$ cat config.mk
export PLATFORM = sky130hd
export DESIGN_NAME = dma_ll_engine
export DESIGN_NICKNAME = d
export VERILOG_FILES = /design/src/rtl/dma_ll_pkg.sv /design/src/rtl/dma_ll_pick.sv /design/src/rtl/dma_ll_lane.sv /design/src/rtl/dma_ll_engine.sv
export SDC_FILE = /design/constraint.sdc
export NUM_CORES = 2
export LEC_CHECK = 0
export BUFFER_PORTS_ARGS = -buffer_cell sky130_fd_sc_hd__buf_2
export CORE_MARGIN = 4
export CORE_UTILIZATION = 60
export CTS_CLUSTER_SIZE = 20
export DETAILED_ROUTE_END_ITERATION = 7
export PLACE_DENSITY = 0.74
export SETUP_SLACK_MARGIN = 0.5
export SYNTH_ARGS = -nofsm -noshare
export SYNTH_HDL_FRONTEND = slang
export SYNTH_HIERARCHICAL = 1
export SYNTH_SLANG_ARGS = --single-unit
$ cat constraint.sdc
create_clock -name clk -period 11.2 [get_ports clk]
set_clock_uncertainty 0.1 [all_clocks]
set_input_delay 1.12 -clock clk [delete_from_list [all_inputs] [get_ports clk]]
set_output_delay 1.12 -clock clk [all_outputs]
set_load 0.005 [all_outputs]
$ cat src/rtl/dma_ll_pkg.sv
package dma_ll_pkg;
  localparam int WORD_W = 32;
  localparam int CFG_W  = 19;
  localparam int CFG_EN   = 0;
  localparam int CFG_HALT = 18;
  localparam int CTL_SINC = 26;
  localparam int CTL_DINC = 27;
  localparam int CTL_TCIE = 31;

  typedef enum logic [2:0] {
    ST_IDLE, ST_RD_REQ, ST_RD_WAIT, ST_WR_REQ, ST_WR_WAIT, ST_CPL, ST_LL_REQ, ST_LL_WAIT
  } eng_state_t;

  // width code -> byte count (codes above 2 saturate at a full word)
  function automatic logic [2:0] width_bytes(input logic [2:0] code);
    case (code)
      3'd0:    return 3'd1;
      3'd1:    return 3'd2;
      default: return 3'd4;
    endcase
  endfunction

  function automatic logic [3:0] lane_mask(input logic [2:0] nbytes);
    case (nbytes)
      3'd1:    return 4'b0001;
      3'd2:    return 4'b0011;
      default: return 4'b1111;
    endcase
  endfunction

  function automatic logic [31:0] bit_mask(input logic [3:0] m);
    return {{8{m[3]}}, {8{m[2]}}, {8{m[1]}}, {8{m[0]}}};
  endfunction
endpackage

$ cat src/rtl/dma_ll_pick.sv
module dma_ll_pick
  import dma_ll_pkg::*;
#(
  parameter int NCH  = 4,
  parameter int REQW = 16,
  localparam int CW  = (NCH > 1) ? $clog2(NCH) : 1
) (
  input  logic [NCH-1:0][CFG_W-1:0] cfg,
  input  logic [REQW-1:0]           req,
  output logic                      grant_vld,
  output logic [CW-1:0]             grant_idx
);
  logic [31:0]    req_pad;
  logic [NCH-1:0] cand;

  assign req_pad = 32'(req);

  for (genvar g = 0; g < NCH; g++) begin : g_ch
    logic [4:0] sid, did;
    logic [2:0] flow;
    logic       gate;
    assign sid  = cfg[g][5:1];
    assign did  = cfg[g][10:6];
    assign flow = cfg[g][13:11];
    always_comb begin
      case (flow)
        3'd0:    gate = 1'b1;
        3'd1:    gate = req_pad[did];
        3'd2:    gate = req_pad[sid];
        3'd3:    gate = req_pad[sid] & req_pad[did];
        default: gate = 1'b0;
      endcase
    end
    assign cand[g] = cfg[g][CFG_EN] & ~cfg[g][CFG_HALT] & gate;
  end

  always_comb begin
    grant_vld = |cand;
    grant_idx = '0;
    for (int i = NCH - 1; i >= 0; i--)
      if (cand[i]) grant_idx = CW'(i);
  end
endmodule

$ cat src/rtl/dma_ll_lane.sv
module dma_ll_lane
  import dma_ll_pkg::*;
(
  input  logic [31:0] rdata,
  input  logic [1:0]  rd_lane,
  input  logic [2:0]  rd_bytes,
  input  logic [1:0]  wr_lane,
  input  logic [2:0]  wr_bytes,
  input  logic [2:0]  pos,
  input  logic [31:0] buff,
  output logic [31:0] buff_next,
  output logic [3:0]  rd_be,
  output logic [31:0] wdata,
  output logic [3:0]  wr_be
);
  logic [31:0] rsh, wch;

  always_comb begin
    rsh       = rdata >> {rd_lane, 3'b000};
    buff_next = buff | ((rsh & bit_mask(lane_mask(rd_bytes))) << {pos, 3'b000});
    rd_be     = lane_mask(rd_bytes) << rd_lane;
    wch       = (buff >> {pos, 3'b000}) & bit_mask(lane_mask(wr_bytes));
    wdata     = wch << {wr_lane, 3'b000};
    wr_be     = lane_mask(wr_bytes) << wr_lane;
  end
endmodule

$ cat src/rtl/dma_ll_engine.sv
module dma_ll_engine
  import dma_ll_pkg::*;
#(
  parameter int NCH  = 4,
  parameter int REQW = 16,
  localparam int CW  = (NCH > 1) ? $clog2(NCH) : 1
) (
  input  logic            clk,
  input  logic            rst_n,
  input  logic            glob_en,
  input  logic [REQW-1:0] req_single,
  input  logic [REQW-1:0] req_burst,
  input  logic            reg_we,
  input  logic [CW-1:0]   reg_chan,
  input  logic [2:0]      reg_sel,
  input  logic [31:0]     reg_wdata,
  output logic            mem_req_valid,
  input  logic            mem_req_ready,
  output logic            mem_req_write,
  output logic [31:0]     mem_req_addr,
  output logic [31:0]     mem_req_wdata,
  output logic [3:0]      mem_req_be,
  input  logic            mem_rsp_valid,
  output logic            mem_rsp_ready,
  input  logic [31:0]     mem_rsp_data,
  input  logic            mem_rsp_err,
  output logic [NCH-1:0]  chan_on,
  output logic [NCH-1:0]  tc_pulse,
  output logic [NCH-1:0]  err_pulse,
  output logic            busy
);
  logic [NCH-1:0][31:0]      src_q, dst_q, lnk_q, ctl_q;
  logic [NCH-1:0][CFG_W-1:0] cfg_q;
  eng_state_t  st;
  logic [CW-1:0] cur;
  logic [2:0]  pos;
  logic [31:0] buff, lbase;
  logic [1:0]  llk;
  logic        tc_flag;

  logic          grant_vld;
  logic [CW-1:0] grant_idx;
  logic [31:0]   cur_ctl, buff_next, lane_wdata, ll_off;
  logic [2:0]    sbytes, dbytes, big, pos_rd, pos_wr;
  logic [3:0]    rd_be, wr_be;
  logic [11:0]   size_dec;

  dma_ll_pick #(.NCH(NCH), .REQW(REQW)) u_pick (
    .cfg(cfg_q), .req(req_single | req_burst),
    .grant_vld(grant_vld), .grant_idx(grant_idx));

  assign cur_ctl  = ctl_q[cur];
  assign sbytes   = width_bytes(cur_ctl[20:18]);
  assign dbytes   = width_bytes(cur_ctl[23:21]);
  assign big      = (sbytes > dbytes) ? sbytes : dbytes;
  assign pos_rd   = pos + sbytes;
  assign pos_wr   = pos + dbytes;
  assign size_dec = cur_ctl[11:0] - 12'd1;

  dma_ll_lane u_lane (
    .rdata(mem_rsp_data), .rd_lane(src_q[cur][1:0]), .rd_bytes(sbytes),
    .wr_lane(dst_q[cur][1:0]), .wr_bytes(dbytes), .pos(pos), .buff(buff),
    .buff_next(buff_next), .rd_be(rd_be), .wdata(lane_wdata), .wr_be(wr_be));

  // descriptor word order: source, destination, control, link
  always_comb begin
    case (llk)
      2'd0:    ll_off = 32'd0;
      2'd1:    ll_off = 32'd4;
      2'd2:    ll_off = 32'd12;
      default: ll_off = 32'd8;
    endcase
  end

  always_comb begin
    mem_req_valid = (st == ST_RD_REQ) || (st == ST_WR_REQ) || (st == ST_LL_REQ);
    mem_req_write = (st == ST_WR_REQ);
    mem_rsp_ready = (st == ST_RD_WAIT) || (st == ST_WR_WAIT) || (st == ST_LL_WAIT);
    mem_req_wdata = (st == ST_WR_REQ) ? lane_wdata : 32'd0;
    case (st)
      ST_RD_REQ: begin mem_req_addr = src_q[cur];      mem_req_be = rd_be;   end
      ST_WR_REQ: begin mem_req_addr = dst_q[cur];      mem_req_be = wr_be;   end
      ST_LL_REQ: begin mem_req_addr = lbase + ll_off;  mem_req_be = 4'hF;    end
      default:   begin mem_req_addr = 32'd0;           mem_req_be = 4'h0;    end
    endcase
  end

  for (genvar g = 0; g < NCH; g++) begin : g_on
    assign chan_on[g] = cfg_q[g][CFG_EN];
  end
  assign busy = (st != ST_IDLE);

  always_ff @(posedge clk or negedge rst_n) begin
    if (!rst_n) begin
      src_q <= '0; dst_q <= '0; lnk_q <= '0; ctl_q <= '0; cfg_q <= '0;
      st <= ST_IDLE; cur <= '0; pos <= '0; buff <= '0; lbase <= '0;
      llk <= '0; tc_flag <= 1'b0; tc_pulse <= '0; err_pulse <= '0;
    end else begin
      tc_pulse  <= '0;
      err_pulse <= '0;
      if (reg_we) begin
        case (reg_sel)
          3'd0: src_q[reg_chan] <= reg_wdata;
          3'd1: dst_q[reg_chan] <= reg_wdata;
          3'd2: lnk_q[reg_chan] <= reg_wdata;
          3'd3: ctl_q[reg_chan] <= reg_wdata;
          3'd4: cfg_q[reg_chan] <= reg_wdata[CFG_W-1:0];
          default: ;
        endcase
      end
      case (st)
        ST_IDLE: if (glob_en && grant_vld) begin
          cur  <= grant_idx;
          pos  <= '0;
          buff <= '0;
          st   <= (ctl_q[grant_idx][11:0] == 12'd0) ? ST_CPL : ST_RD_REQ;
        end
        ST_RD_REQ: if (mem_req_ready) st <= ST_RD_WAIT;
        ST_RD_WAIT: if (mem_rsp_valid) begin
          if (mem_rsp_err) begin
            err_pulse[cur]     <= 1'b1;
            cfg_q[cur][CFG_EN] <= 1'b0;
            st                 <= ST_IDLE;
          end else begin
            buff <= buff_next;
            if (cur_ctl[CTL_SINC]) src_q[cur] <= src_q[cur] + 32'(sbytes);
            if (pos_rd >= dbytes) begin pos <= '0;     st <= ST_WR_REQ; end
            else                  begin pos <= pos_rd; st <= ST_RD_REQ; end
          end
        end
        ST_WR_REQ: if (mem_req_ready) st <= ST_WR_WAIT;
        ST_WR_WAIT: if (mem_rsp_valid) begin
          if (mem_rsp_err) begin
            err_pulse[cur]     <= 1'b1;
            cfg_q[cur][CFG_EN] <= 1'b0;
            st                 <= ST_IDLE;
          end else begin
            if (cur_ctl[CTL_DINC]) dst_q[cur] <= dst_q[cur] + 32'(dbytes);
            if (pos_wr >= big) begin
              ctl_q[cur][11:0] <= size_dec;
              st <= (size_dec == 12'd0) ? ST_CPL : ST_IDLE;
            end else begin
              pos <= pos_wr;
              st  <= ST_WR_REQ;
            end
          end
        end
        ST_CPL: begin
          tc_flag <= cur_ctl[CTL_TCIE];
          if (lnk_q[cur] != 32'd0) begin
            lbase <= lnk_q[cur];
            llk   <= 2'd0;
            st    <= ST_LL_REQ;
          end else begin
            cfg_q[cur][CFG_EN] <= 1'b0;
            tc_pulse[cur]      <= cur_ctl[CTL_TCIE];
            st                 <= ST_IDLE;
          end
        end
        ST_LL_REQ: if (mem_req_ready) st <= ST_LL_WAIT;
        ST_LL_WAIT: if (mem_rsp_valid) begin
          if (mem_rsp_err) begin
            err_pulse[cur]     <= 1'b1;
            cfg_q[cur][CFG_EN] <= 1'b0;
            st                 <= ST_IDLE;
          end else begin
            case (llk)
              2'd0:    src_q[cur] <= mem_rsp_data;
              2'd1:    dst_q[cur] <= mem_rsp_data;
              2'd2:    ctl_q[cur] <= mem_rsp_data;
              default: lnk_q[cur] <= mem_rsp_data;
            endcase
            if (llk == 2'd3) begin
              tc_pulse[cur] <= tc_flag;
              st            <= ST_IDLE;
            end else begin
              llk <= llk + 2'd1;
              st  <= ST_LL_REQ;
            end
          end
        end
        default: st <= ST_IDLE;
      endcase
    end
  end

  // request fields held under back-pressure
  assert_req_hold_R11: assert property (@(posedge clk) disable iff (!rst_n)
    (mem_req_valid && !mem_req_ready) |=> (mem_req_valid && $stable(mem_req_addr)
      && $stable(mem_req_write) && $stable(mem_req_be)));

  // no activity starts while globally disabled
  assert_glob_off_R3: assert property (@(posedge clk) disable iff (!rst_n)
    (!glob_en && !busy) |=> !mem_req_valid);

  // a service only begins on an enabled, non-halted channel
  assert_start_cand_R1: assert property (@(posedge clk) disable iff (!rst_n)
    $rose(busy) |-> (chan_on[cur] && !cfg_q[cur][CFG_HALT]));

  assert_tc_onehot_R9: assert property (@(posedge clk) disable iff (!rst_n)
    $onehot0(tc_pulse));

  // an errored channel is already off when its pulse is visible
  assert_err_off_R10: assert property (@(posedge clk) disable iff (!rst_n)
    (|err_pulse) |-> ((err_pulse & chan_on) == '0));

  assert_rsp_only_waiting_R11: assert property (@(posedge clk) disable iff (!rst_n)
    mem_rsp_ready |-> !mem_req_valid);
endmodule

# Word level (Yosys, flattened, before mapping)
# Cells that the tools add are included.
# totals
register_bits,671
input_bits,108
out_inout_bits,84
wordCells,307
# op_classes
addsub,7
n_lt_le_gt_ge,16
eq_ne,45
n_shift,6
mux,148
n_bitwise,24
reduce_logical,32
# op_table
cell,count
$mux 128,30
$bwmux 128,11
$pmux 128 s2,3
$mux 76,5
$bmux 32 s2,5
$mux 32,10
$demux 32 s2,3
$pmux 76 s2,1
$pmux 32 s3,1
$and 76x76->76,1
$bwmux 76,1
$demux 19 s2,2
$not 76->76,1
$mux 3,22
$add 32x3->32,2
$and 32x32->32,2
$pmux 32 s2,1
$lt 5x6->1 const B,8
$eq 3x2->1 const B,14
$bmux 1 s5,8
$add 32x32->32,1
$or 32x32->32,1
$reduce_bool 32->1,1
$shl 32x5->32,1
46 further kinds,143

# Logic depth before layout (Yosys ltp)
# logic_depth
depth_word,16
mapped_depth,27
mapped_depth_nobuf,20

# Hierarchy
# Netlist, hierarchy kept.
# modules_own_cells
module,n_inst,cells_each,area_each_um2,seq_area_each_um2
dma_ll_engine,1,3764,37780.0,15690.0
dma_ll_lane,1,358,2590.0,0.0
dma_ll_pick,1,105,1209.9,0.0

# Worst setup path before layout
# Ideal clock, no wire load.
# synth_timing
path_type,register -> register
startpoint,reg cur[1]
endpoint,reg pos[0]
setup_ns,0.125
arrival_ns,4.995
required_ns,10.975
setup_slack_ns,5.981
stages_incl_launch_ff,25
path_buffers,6
period_less_slack_ns,5.219
path_cell_list,dfrtp_1 > buf_6 > buf_6 > buf_6 > buf_4 > buf_2 > buf_2 > a21oi_1 > a21oi_1 > inv_1 > nor2_1 > ha_1 > inv_1 > a21o_1 > a21oi_1 > a31oi_1 > mux2_2 > ha_1 > nand2b_1 > a21o_1 > a21o_1 > nor2_1 > a21oi_1 > or3_1 > mux2_2
# synth_between
elab_cells_between_ends,23
classes_between,add/sub: 2; order compare: 3; eq/ne: 3; mux: 12; reduce/logical: 3
# synth_rtl
item,line_no,source
from (decl),dma_ll_engine.sv:35,logic [CW-1:0] cur;
from (signal assigned),dma_ll_engine.sv:113,cur <= grant_idx;
$bmux 32 s2 *,dma_ll_engine.sv:52,assign cur_ctl = ctl_q[cur];
$mux 32 (not written as such) *,dma_ll_engine.sv:52,
$eq 3x1->1 or $logic_not 3->1 (tied branches),dma_ll_pkg.sv:16,case (code)
$pmux 3 s2 *,dma_ll_pkg.sv:16,
via dbytes[2],dma_ll_engine.sv:44,"logic [2:0] sbytes, dbytes, big, pos_rd, pos_wr;"
$gt 3x3->1 or $ge 3x3->1 (tied branches),"dma_ll_engine.sv:55, dma_ll_engine.sv:127",
$mux 3 (on tied branches),"dma_ll_engine.sv:55, dma_ll_engine.sv:127",
$ge 3x3->1 or $mux 3 (tied branches),"dma_ll_engine.sv:139, dma_ll_engine.sv:120",
$ne 2x2->1 (no source line) or $mux 3 (tied branches),--,
$reduce_and 7->1 (no source line) or $pmux 3 s3 (tied branches),--,
to (signal assigned),dma_ll_engine.sv:143,pos <= pos_wr;
to (decl),dma_ll_engine.sv:36,logic [2:0] pos;
# Mark *: on every way through the listed nets, which the timed path passes. The rest lies on a longest branch. The select of a mux whose other input is x is not followed.
# A chain may end at the register's enable or synchronous reset.

# Worst setup path in the final report
# layout_timing
startpoint,reg cur[0]
endpoint,reg ctl_q[33] (netlist bit)
# layout_between
elab_chain_len,11
elab_cells_between_ends,29
classes_between,add/sub: 2; order compare: 4; eq/ne: 2; mux: 18; reduce/logical: 3
# layout_rtl
item,line_no,source
$bmux 32 s2 *,dma_ll_engine.sv:52,
$mux 32 (not written as such) *,dma_ll_engine.sv:52,
$eq 3x1->1 or $logic_not 3->1 (tied branches),dma_ll_pkg.sv:16,
$pmux 3 s2 *,dma_ll_pkg.sv:16,
via sbytes[0],dma_ll_engine.sv:44,
$gt 3x3->1,dma_ll_engine.sv:55,assign big = (sbytes > dbytes) ? sbytes : dbytes;
$mux 3 *,dma_ll_engine.sv:55,
$ge 3x3->1 *,dma_ll_engine.sv:139,if (pos_wr >= big) begin
$mux 128 *,dma_ll_engine.sv:139,
$mux 128 *,dma_ll_engine.sv:133,if (mem_rsp_err) begin
$mux 128 *,dma_ll_engine.sv:132,ST_WR_WAIT: if (mem_rsp_valid) begin
$pmux 128 s2 *,dma_ll_engine.sv:111,case (st)
"to (signal, indexed assignment)",dma_ll_engine.sv:106,3'd3: ctl_q[reg_chan] <= reg_wdata;
"to (signal, indexed assignment)",dma_ll_engine.sv:140,ctl_q[cur][11:0] <= size_dec;
"to (signal, indexed assignment)",dma_ll_engine.sv:170,2'd2: ctl_q[cur] <= mem_rsp_data;
to (decl),dma_ll_engine.sv:32,"logic [NCH-1:0][31:0] src_q, dst_q, lnk_q, ctl_q;"
# Marks and branches as above.

==> metrics <==
status completed; drt wl/cell 30.1 um; ratio of cells with drive above 1 in the final layout 0.160; drt pass-1 iters 8; DRC viols 0; WS Path Type reg -> reg; # H-tree levels 3; Die Y-Extent 269 um; CP top delay family compound AO/OA/AOI/OAI gates; root buffer cell clkbuf_16; cell area after synthesis 0.0410 mm2; WHS Path Cells 1; VDD IR-drop max 0.189 mV; post-synthesis cell count 4195; Buffers & Inverters on Critical Path 3; Data arrival, critical path 6800 ps; Fillers 5353; grt total ovfl 0; Max-slew headroom 0.0803; CTS tree built; initial DRC count 5545; Final Instance Area 0.0444 mm2; GPL Wtd Cong 0.989; post-CTS setup buffer count 0; Clk pin slew, worst setup/hold paths 60 ps; number of nets with antenna violations after routing 0; hpwl dp 99600 um; die area 0.0726 mm2; critical path depth 18; cts repair resizes 0; Vias 36900; MaxCap Viol Count 0; Total GRT Usage 0.406; final worst path period share 0.576; Initial Utilization 0.608; Leakage 19.9 nW; worst-skew pair later-pin latency 630 ps; Worst-Margin Slew 1380 ps; final hold vios 0; final setup fails 0; syn_nets 4333; Max Fclk 0.155 GHz; Reg2Reg Depth 18; total clock buffers created by CTS 71; Final Total Pwr 0.0118 W; worst path cell trace buf_4 > mux4_2 > nor2_1 > inv_1 > ha_1 > inv_1 > a21o_1 > a21oi_1 > a31oi_1 > mux2_2 > ha_1 > nand2b_1 > a21o_1 > a21oi_1 > nor2_1 > nand2_1 > o21ai_1 > o221ai_1; Worst Hold Class reg -> reg; Via density 7.30; area of the core 0.0674 mm2; first-pass GRT wire length 227000 um; Post-DP Area 0.0419 mm2; Longest Clk Path Bufs 3; max incr delay on CP 1010 ps; Power per Cell Area 265 mW/mm2; initial antenna violation count 4; slowest CP cell dfrtp_4; I/O pins 192; Yosys warnings 6; Port Buffer Count 191; largest net degree at the start of global routing 135; vias in the first global route 35700; nets@finish 4266; setup TNS 0 ps; clk sinks 611; worst-path maximum fanout 55; Die Wd 269 um; Rows 95; Final min period 6450 ps; Final Max Slew Viols 0; hold_buf cts 0; area delta synth->final 8.18%; total wire length 152000 um; Worst setup SP type flop; Worst EP required 11550 ps; Syn Area/Cell 9.77 um2; Crit. End Element flop; RSZ-0062 raised after global routing no
## power by group
part	switching, W	internal, W
Combinational	0.00351	0.00221
Clock	0.000994	0.00148
Sequential	0.000658	0.00292
## cells in the final DEF, fill, tap and decap left out, types with 18 or more instances in the layout
cell,n
nor3_1,32
o22a_1,19
nor2b_1,26
xnor2_1,51
dfrtp_1,607
mux2i_1,569
or2_2,19
and3_1,49
a22oi_1,33
o221ai_1,199
clkbuf_16,73
nand2_1,483
mux4_2,119
a21o_1,23
o21ai_0,196
inv_1,40
nand2b_1,18
nand4_1,25
xor2_1,52
a21oi_1,243
buf_2,190
nand3_1,116
a221o_1,19
ha_1,25
mux2_1,32
nor2_1,274
mux2_2,81
buf_4,72
o22ai_1,48
o211ai_1,80
o2bb2ai_1,18
mux4_1,21
nor4_1,24
a31oi_1,29
o21ai_1,26
## metrics by stage
stage / utilization / setup slack, ps / instances / hold slack [ps]
2_1_floorplan: - / 5980 / 4195 / 364
3_3_place_gp: 0.622 / 4910 / 4928 / 376
3_5_place_dp: 0.622 / 4720 / 4928 / 382
4_1_cts: 0.658 / 4690 / 5058 / 395
5_1_grt: 0.658 / 4460 / 5059 / 417
6_report: 0.658 / 4750 / 5059 / 394
## worst paths after layout
kind | from | to | slack (ps)
min in group asynchronous | rst_n | lnk_q[91]$_DFF_PN0_ | 410
worst min-delay path | lbase[1]$_DFFE_PN0P_ | lbase[1]$_DFFE_PN0P_ | 390
worst min register to register | lbase[1]$_DFFE_PN0P_ | lbase[1]$_DFFE_PN0P_ | 390
worst max register to register | cur[0]$_DFFE_PN0P_ | ctl_q[33]$_DFF_PN0_ | 4750
max in group asynchronous | rst_n | cur[0]$_DFFE_PN0P_ | 8130
worst max-delay path | cur[0]$_DFFE_PN0P_ | ctl_q[33]$_DFF_PN0_ | 4750
## layout make-up
class | count | area [um2] | area share
antenna | 1 | 2.50 | 0.0000564
clock buffer | 101 | 2070 | 0.0467
clock inverter | 29 | 379 | 0.00855
inverter | 42 | 158 | 0.00355
multi-input combinational | 3138 | 23800 | 0.537
sequential | 611 | 15300 | 0.345
tap | 873 | 1090 | 0.0246
timing repair buffer | 264 | 1530 | 0.0344
## metal layers
layer	vias up	wire (um)	GRT usage
li1	15500	-	-
met1	17800	54800	0.521
met2	2856	65400	0.601
met3	707	18700	0.109
met4	4	13500	0.283
met5	-	25	0
## registers in the layout, indices dropped and copies added (netlist names), 3 cells and up, named ones only
signal / count
lbase: 32
buff: 32
err_pulse: 4
tc_pulse: 4
st: 3
ctl_q: 84
chan_on: 4
lnk_q: 128
src_q: 128
dst_q: 128
pos: 3
Power figures use the tool's default switching activity.
